### config.mk
export PLATFORM = sky130hd
export DESIGN_NAME = pairRowMult
export DESIGN_NICKNAME = d
export VERILOG_FILES = /design/src/rtl/pairMultPkg.sv /design/src/rtl/pairRow.sv /design/src/rtl/rowAccumulate.sv /design/src/rtl/pairRowMult.sv
export SDC_FILE = /design/constraint.sdc
export NUM_CORES = 1
export LEC_CHECK = 0
export BUFFER_PORTS_ARGS = -buffer_cell sky130_fd_sc_hd__buf_2
export CORE_ASPECT_RATIO = 1.1
export CORE_MARGIN = 1
export CORE_UTILIZATION = 60
export DETAILED_ROUTE_END_ITERATION = 8
export PLACE_DENSITY = 0.83
export SYNTH_ARGS = -nofsm -noshare
export SYNTH_HDL_FRONTEND = slang
export SYNTH_SLANG_ARGS = --single-unit
### constraint.sdc
create_clock -name clk -period 0.8 [get_ports clk]
set_input_delay 0.08 -clock clk [delete_from_list [all_inputs] [get_ports clk]]
set_output_delay 0.08 -clock clk [all_outputs]
set_load 0.01 [all_outputs]
### src/rtl/pairMultPkg.sv
package pairMultPkg;
  // Width of the multiplier operand after padding to an even count.
  function automatic int evenWidth(input int n);
    return n + (n % 2);
  endfunction
endpackage

### src/rtl/pairRow.sv
// One row: (2*xHi + xLo) * Y on a single ripple carry chain.
module pairRow #(
  parameter int YW = 8
) (
  input  logic          xLo,
  input  logic          xHi,
  input  logic [YW-1:0] yIn,
  output logic [YW+1:0] rowOut
);
  localparam int CELLS = YW + 1;

  // yExt[j+1] holds y[j]; yExt[0] stands for y[-1] and yExt[YW+1] for y[YW].
  logic [YW+1:0] yExt;
  logic [CELLS:0] carry;
  logic [CELLS-1:0] sumBit;

  assign yExt = {1'b0, yIn, 1'b0};
  assign carry[0] = 1'b0;

  for (genvar j = 0; j < CELLS; j++) begin : g_cell
    logic termLo, termHi, lutOut;
    assign termLo = xLo & yExt[j+1];
    assign termHi = xHi & yExt[j];
    // lookup stage: XOR of the two AND terms
    assign lutOut = termLo ^ termHi;
    // carry stage: sum and majority carry
    assign sumBit[j]   = lutOut ^ carry[j];
    assign carry[j+1]  = lutOut ? carry[j] : termLo;
  end

  assign rowOut = {carry[CELLS], sumBit};
endmodule

### src/rtl/rowAccumulate.sv
// Ripple chain of adders summing rows weighted by 4^k.
module rowAccumulate #(
  parameter int YW   = 8,
  parameter int ROWS = 4,
  parameter int PW   = 16
) (
  input  logic [ROWS-1:0][YW+1:0] rowsIn,
  output logic [PW-1:0]           sumOut
);
  logic [PW-1:0] partial [ROWS+1];

  assign partial[0] = '0;

  for (genvar k = 0; k < ROWS; k++) begin : g_add
    logic [PW-1:0] term;
    assign term = PW'(rowsIn[k]) << (2 * k);
    assign partial[k+1] = partial[k] + term;
  end

  assign sumOut = partial[ROWS];
endmodule

### src/rtl/pairRowMult.sv
module pairRowMult
  import pairMultPkg::*;
#(
  parameter int XW      = 8,
  parameter int YW      = 8,
  parameter bit REG_OUT = 1'b1
) (
  input  logic             clk,
  input  logic             rstN,
  input  logic [XW-1:0]    xIn,
  input  logic [YW-1:0]    yIn,
  output logic [XW+YW-1:0] prodOut
);
  localparam int PXW  = evenWidth(XW);
  localparam int ROWS = PXW / 2;
  localparam int RW   = YW + 2;
  localparam int PW   = XW + YW;

  logic [PXW-1:0]          xPad;
  logic [ROWS-1:0][RW-1:0] rowRes;
  logic [PW-1:0]           combProd;
  logic [PW-1:0]           refProd;

  assign xPad = PXW'(xIn);

  for (genvar k = 0; k < ROWS; k++) begin : g_row
    pairRow #(.YW(YW)) u_row (
      .xLo   (xPad[2*k]),
      .xHi   (xPad[2*k+1]),
      .yIn   (yIn),
      .rowOut(rowRes[k])
    );

    logic [RW-1:0] rowRef;
    assign rowRef = RW'({xPad[2*k+1], xPad[2*k]}) * RW'(yIn);


    row_value_chk: assert property (@(posedge clk) disable iff (!rstN)
      rowRes[k] == rowRef)
      else $error("row %0d value mismatch", k);


    row_range_chk: assert property (@(posedge clk) disable iff (!rstN)
      rowRes[k] <= RW'(3) * RW'({YW{1'b1}}))
      else $error("row %0d exceeds range", k);
  end

  rowAccumulate #(.YW(YW), .ROWS(ROWS), .PW(PW)) u_acc (
    .rowsIn(rowRes),
    .sumOut(combProd)
  );

  assign refProd = PW'(xIn) * PW'(yIn);

  if (REG_OUT) begin : g_reg
    always_ff @(posedge clk or negedge rstN) begin
      if (!rstN) prodOut <= '0;
      else       prodOut <= combProd;
    end


    prod_reg_chk: assert property (@(posedge clk) disable iff (!rstN)
      1'b1 |=> prodOut == $past(refProd))
      else $error("registered product mismatch");
  end else begin : g_comb
    assign prodOut = combProd;


    prod_comb_chk: assert property (@(posedge clk) disable iff (!rstN)
      prodOut == refProd)
      else $error("combinational product mismatch");


    zero_operand_chk: assert property (@(posedge clk) disable iff (!rstN)
      (xIn == '0 || yIn == '0) |-> prodOut == '0)
      else $error("zero operand gave nonzero product");
  end
endmodule

==> results.sh, run 1 <==
export IMPL_synthFlopType="dfrtp_1"
export IMPL_lastStage="global routing"
export IMPL_synthArstFlopShare_pct=100
export IMPL_clock_sinks=16
export IMPL_cts_made_buffers=3
export IMPL_start_util_pct=64.0
export IMPL_gp_congestion=0.965
export IMPL_rows=28
export IMPL_io_pins=34
export IMPL_cts_max_level=1
export IMPL_yosysWarnings=0
export IMPL_fp_dieH_um=82.3
export IMPL_syn_area_um2=3520
export IMPL_port_buffers=33
export IMPL_root_buffer="clkbuf_8"
export IMPL_synth_edf_count=0
export IMPL_dpl_cell_area_um2=4660
export IMPL_place_hpwl_um=8950
export IMPL_die_x_um=75.0
export IMPL_crit_endpoint="prodOut[13]$_DFF_PN0_/D"
export IMPL_syn_nets=556
export IMPL_error="[ERROR GRT-0232] Routing congestion too high. Check the congestion heatmap in the GUI."
export IMPL_ys_ff_latch=16
export IMPL_syn_inst=495
export IMPL_grt_max_degree=25
export IMPL_seq_area_frac_synth_pct=11.4
export IMPL_worstEpCategory="register input"
export IMPL_grt_overflow=51
export IMPL_yosysUniqueCellTypes=60
export IMPL_syn_mean_instance_area_um2=7.11
export IMPL_grt_usage_pct=78.4
export IMPL_status="did not finish"
export IMPL_clk_path_buf_depth=2
export IMPL_dp_slack_ns=-3.50
[synth_stat cells (all sizes together) (4+ instances only)]
library cell,instances,area (um2)
ha,29,363
nand2b,5,31.3
a21o,8,60.1
o32ai,4,35.0
and3,7,43.8
o21ai,34,170
dfrtp,16,400
nor3,8,40.0
nand4,4,25.0
nand2,51,191
xor2,11,96.3
a21oi,40,200
a31oi,4,25.0
clkbuf,30,113
o21bai,5,37.5
and2,17,109
nand3,18,90.1
buf,12,52.6
o211ai,5,37.5
inv,33,124
nor2,41,154
o31ai,4,30.0
a22oi,5,37.5
xnor2,23,201
o22ai,6,37.5
fa,14,280
[metrics by stage]
stage	instances	utilization [%]	setup TNS (ns)
4_1_cts	685	91.8	-33.24
3_3_place_gp	670	84.8	-35.91
3_5_place_dp	670	84.8	-38.07
2_1_floorplan	495	-	-35.92
[logic make-up after synthesis]
kind of cell	synth area share [%]
DFF	11.4
adders and majority gates	18.9
xor gates and xnor gates	8.46
and+or+nand+nor	21.2
muxes	0.569
buffers and inverters	8.43
AOI/OAI and AO/OA	31.1
[repair_timing]
item                                    in CTS
pin swaps                                   58
endpoints found under the hold margin       16
gates resized for setup                     55
hold buffers                                 1
buffers inserted                            12
endpoints found under the setup margin      30
[layer usage]
layer  global-route usage [%]  GRT overflow
met5                     22.2             0
met4                     84.0            25
met3                     59.5             1
met2                     95.0            25
met1                     78.5             0
==> run 2: changes to the inputs <==
- CORE_ASPECT_RATIO: 1.1 -> not set
- CORE_UTILIZATION: 60 -> 40
- PLACE_DENSITY: 0.83 -> not set
- PLACE_DENSITY_LB_ADDON: not set -> 0.15
==> run 2 against run 1 <==
- the flow now finishes, with violations (negative setup slack)
- synthesized cell count unchanged
- synthesized area stayed put
==> results.sh, run 2 <==
export IMPL_status="finished, violations left"
export IMPL_violations="negative setup slack"
export IMPL_routedWlPerCell_um=16.0
export IMPL_syn_mean_instance_area_um2=7.11
export IMPL_cap_violations=0
export IMPL_yosysUniqueCellTypes=60
export IMPL_fp_dieH_um=95.8
export IMPL_drt_initial_drc_count=208
export IMPL_seq_area_frac_synth_pct=11.4
export IMPL_synthToLayoutAreaGrowth_pct=44.1
export IMPL_cp_end_kind="flip-flop"
export IMPL_die_area_um2=9170
export IMPL_ys_ff_latch=16
export IMPL_fill_cells=775
export IMPL_core_area_um2=8380
export IMPL_dpl_cell_area_um2=4740
export IMPL_antenna_found_initial=0
export IMPL_place_hpwl_um=8660
export IMPL_p_per_area_nw_per_um2=1660
export IMPL_worstMarginPinSlew_ns=0.381
export IMPL_fmax_mhz=255
export IMPL_leakage_nw=2.33
export IMPL_syn_inst=495
export IMPL_finalHoldViolations=0
export IMPL_grt_overflow=0
export IMPL_largest_reg_flops=16
export IMPL_setup_viol=30
export IMPL_yosysWarnings=0
export IMPL_start_util_pct=42.0
export IMPL_cp_data_arrival_time_ns=4.11
export IMPL_critPathKind="primary input to flip-flop"
export IMPL_synthArstFlopShare_pct=100
export IMPL_die_x_um=95.8
export IMPL_final_common_cell="buf_4"
export IMPL_ir_drop_mv=1.07
export IMPL_syn_nets=556
export IMPL_startpoint_type="primary input"
export IMPL_cp_slowest_cell="fa_1"
export IMPL_period_share_pct=490
export IMPL_cts_max_level=1
export IMPL_maxSlewHeadroom_pct=74.6
export IMPL_grt_pass1_wl_um=18500
export IMPL_drtPass1Iterations=5
export IMPL_path_cells="buf_6 -> and2_4 -> ha_4 -> a21oi_2 -> o21ai_1 -> a32o_2 -> buf_4 -> a21o_1 -> a21oi_2 -> o32ai_1 -> o21bai_1 -> ha_2 -> inv_2 -> fa_2 -> fa_1 -> inv_2 -> ha_4 -> a2111oi_4 -> o31ai_1 -> a21oi_1 -> xor2_1"
export IMPL_synth_most_common_cell="nand2_1"
export IMPL_top_register="prodOut"
export IMPL_worstPathMaxFanout=5
export IMPL_drc=0
export IMPL_syn_area_um2=3520
export IMPL_clock_sinks=16
export IMPL_fin_crit_ns=3.92
export IMPL_io_pins=34
export IMPL_gp_congestion=0.950
export IMPL_synth_edf_count=0
export IMPL_vias_per_cell=5.72
export IMPL_worstPathRequired_ns=0.98
export IMPL_layout_nets=675
export IMPL_drive_gt1_share_pct=37.3
export IMPL_cpPeakStageDelay_ns=0.57
export IMPL_grt_max_degree=23
export IMPL_final_setup_worst_slack_ns=-3.12
export IMPL_drtAntennaViolNets=0
export IMPL_synthFlopType="dfrtp_1"
export IMPL_synth_area_leaders="dfrtp_1, ha_1, fa_1"
export IMPL_cts_made_buffers=3
export IMPL_synth_top_area_share_pct=11.4
export IMPL_grt_pass1_vias=3886
export IMPL_clk_path_buf_depth=2
export IMPL_final_util_pct=60.5
export IMPL_vias=4098
export IMPL_grt_usage_pct=25.7
export IMPL_drv_slew=0
export IMPL_diodes=0
export IMPL_synth_top_cell_by_area="dfrtp_1"
export IMPL_crit_family="adder cells"
export IMPL_synth_common_cells="nand2_1, nor2_1, a21oi_1"
export IMPL_rsz0062_at_grt="true"
export IMPL_finalWirelength_um=11500
export IMPL_cts_clk_slew_worst_paths_ns=0.06
export IMPL_mostFrequentLayoutCells="buf_4, nand2_1, nor2_1"
export IMPL_stdcell_area_um2=5070
export IMPL_holdCritPathClass="primary input to flip-flop"
export IMPL_reg_top3="prodOut (16)"
export IMPL_root_buffer="clkbuf_8"
export IMPL_rows=33
export IMPL_crit_buf_inv=4
export IMPL_cts_tree="done"
export IMPL_port_buffers=33
-- run 2: report_power, final --
part	internal, mW	switching, mW	leakage, nW
combinational	3.41	3.14	2.12
sequential	1.16	0.0648	0.191
clock	0.335	0.284	0.0216
-- run 2: logic make-up (layout without fill, tap and decap cells) --
kind of cell,count (synthesis),count (layout),share of synthesized area [%]
simple gates,160,160,21.2
buf+inv,77,194,8.43
flops,16,16,11.4
mux,2,2,0.569
xor+xnor,34,34,8.46
compound gates,161,161,31.1
fa+ha+maj,45,45,18.9
-- run 2: final timing paths --
path | from | endpoint | depth (start not counted)
max | xIn[1] | prodOut[15]$_DFF_PN0_ | 21
min | yIn[0] | prodOut[0]$_DFF_PN0_ | 3
max in group asynchronous | rstN | prodOut[9]$_DFF_PN0_ | 2
min in group asynchronous | rstN | prodOut[5]$_DFF_PN0_ | 2
-- run 2: repair_timing --
item	CTS	global route
endpoints found under the setup margin	30	30
pin swaps	41	26
hold endpoints to repair	16	0
setup buffers	6	4
hold buffers	1	0
cloned	0	0
resized for setup	41	22
-- run 2: cell type report --
| class | instances | area, um2 | share of cell area [%] |
|---|---|---|---|
| Multi-Input combinational cell | 402 | 3180 | 62.7 |
| Timing Repair Buffer | 156 | 1180 | 23.2 |
| Sequential cell | 16 | 400 | 7.90 |
| Inverter | 35 | 141 | 2.79 |
| Tap cell | 105 | 131 | 2.59 |
| Clock buffer | 3 | 41.3 | 0.815 |
-- run 2: through the flow --
stage               hold WS, ns  TNS, ns  total power, mW  std cells  worst slack [ns]
finish                    0.183   -33.52             8.40        717             -3.12
global route              0.184   -35.94             9.14        717             -3.28
CTS                       0.187   -33.67             8.21        714             -3.12
detailed placement       0.0227   -37.87             7.32        705             -3.45
global placement         0.0112   -37.33             7.20        705             -3.40
floorplan                -0.216   -35.92             5.26        495             -3.32
-- run 2: per-layer routing --
metal | track usage, % | up-vias | part of all wire (%)
met4 | 6.72 | 0 | 2.1
li1 | - | 2009 | -
met3 | 3.16 | 25 | 5.2
met2 | 44.8 | 141 | 48
met5 | 0 | - | 0
met1 | 33.5 | 1923 | 44
Power figures use the tool's default switching activity.
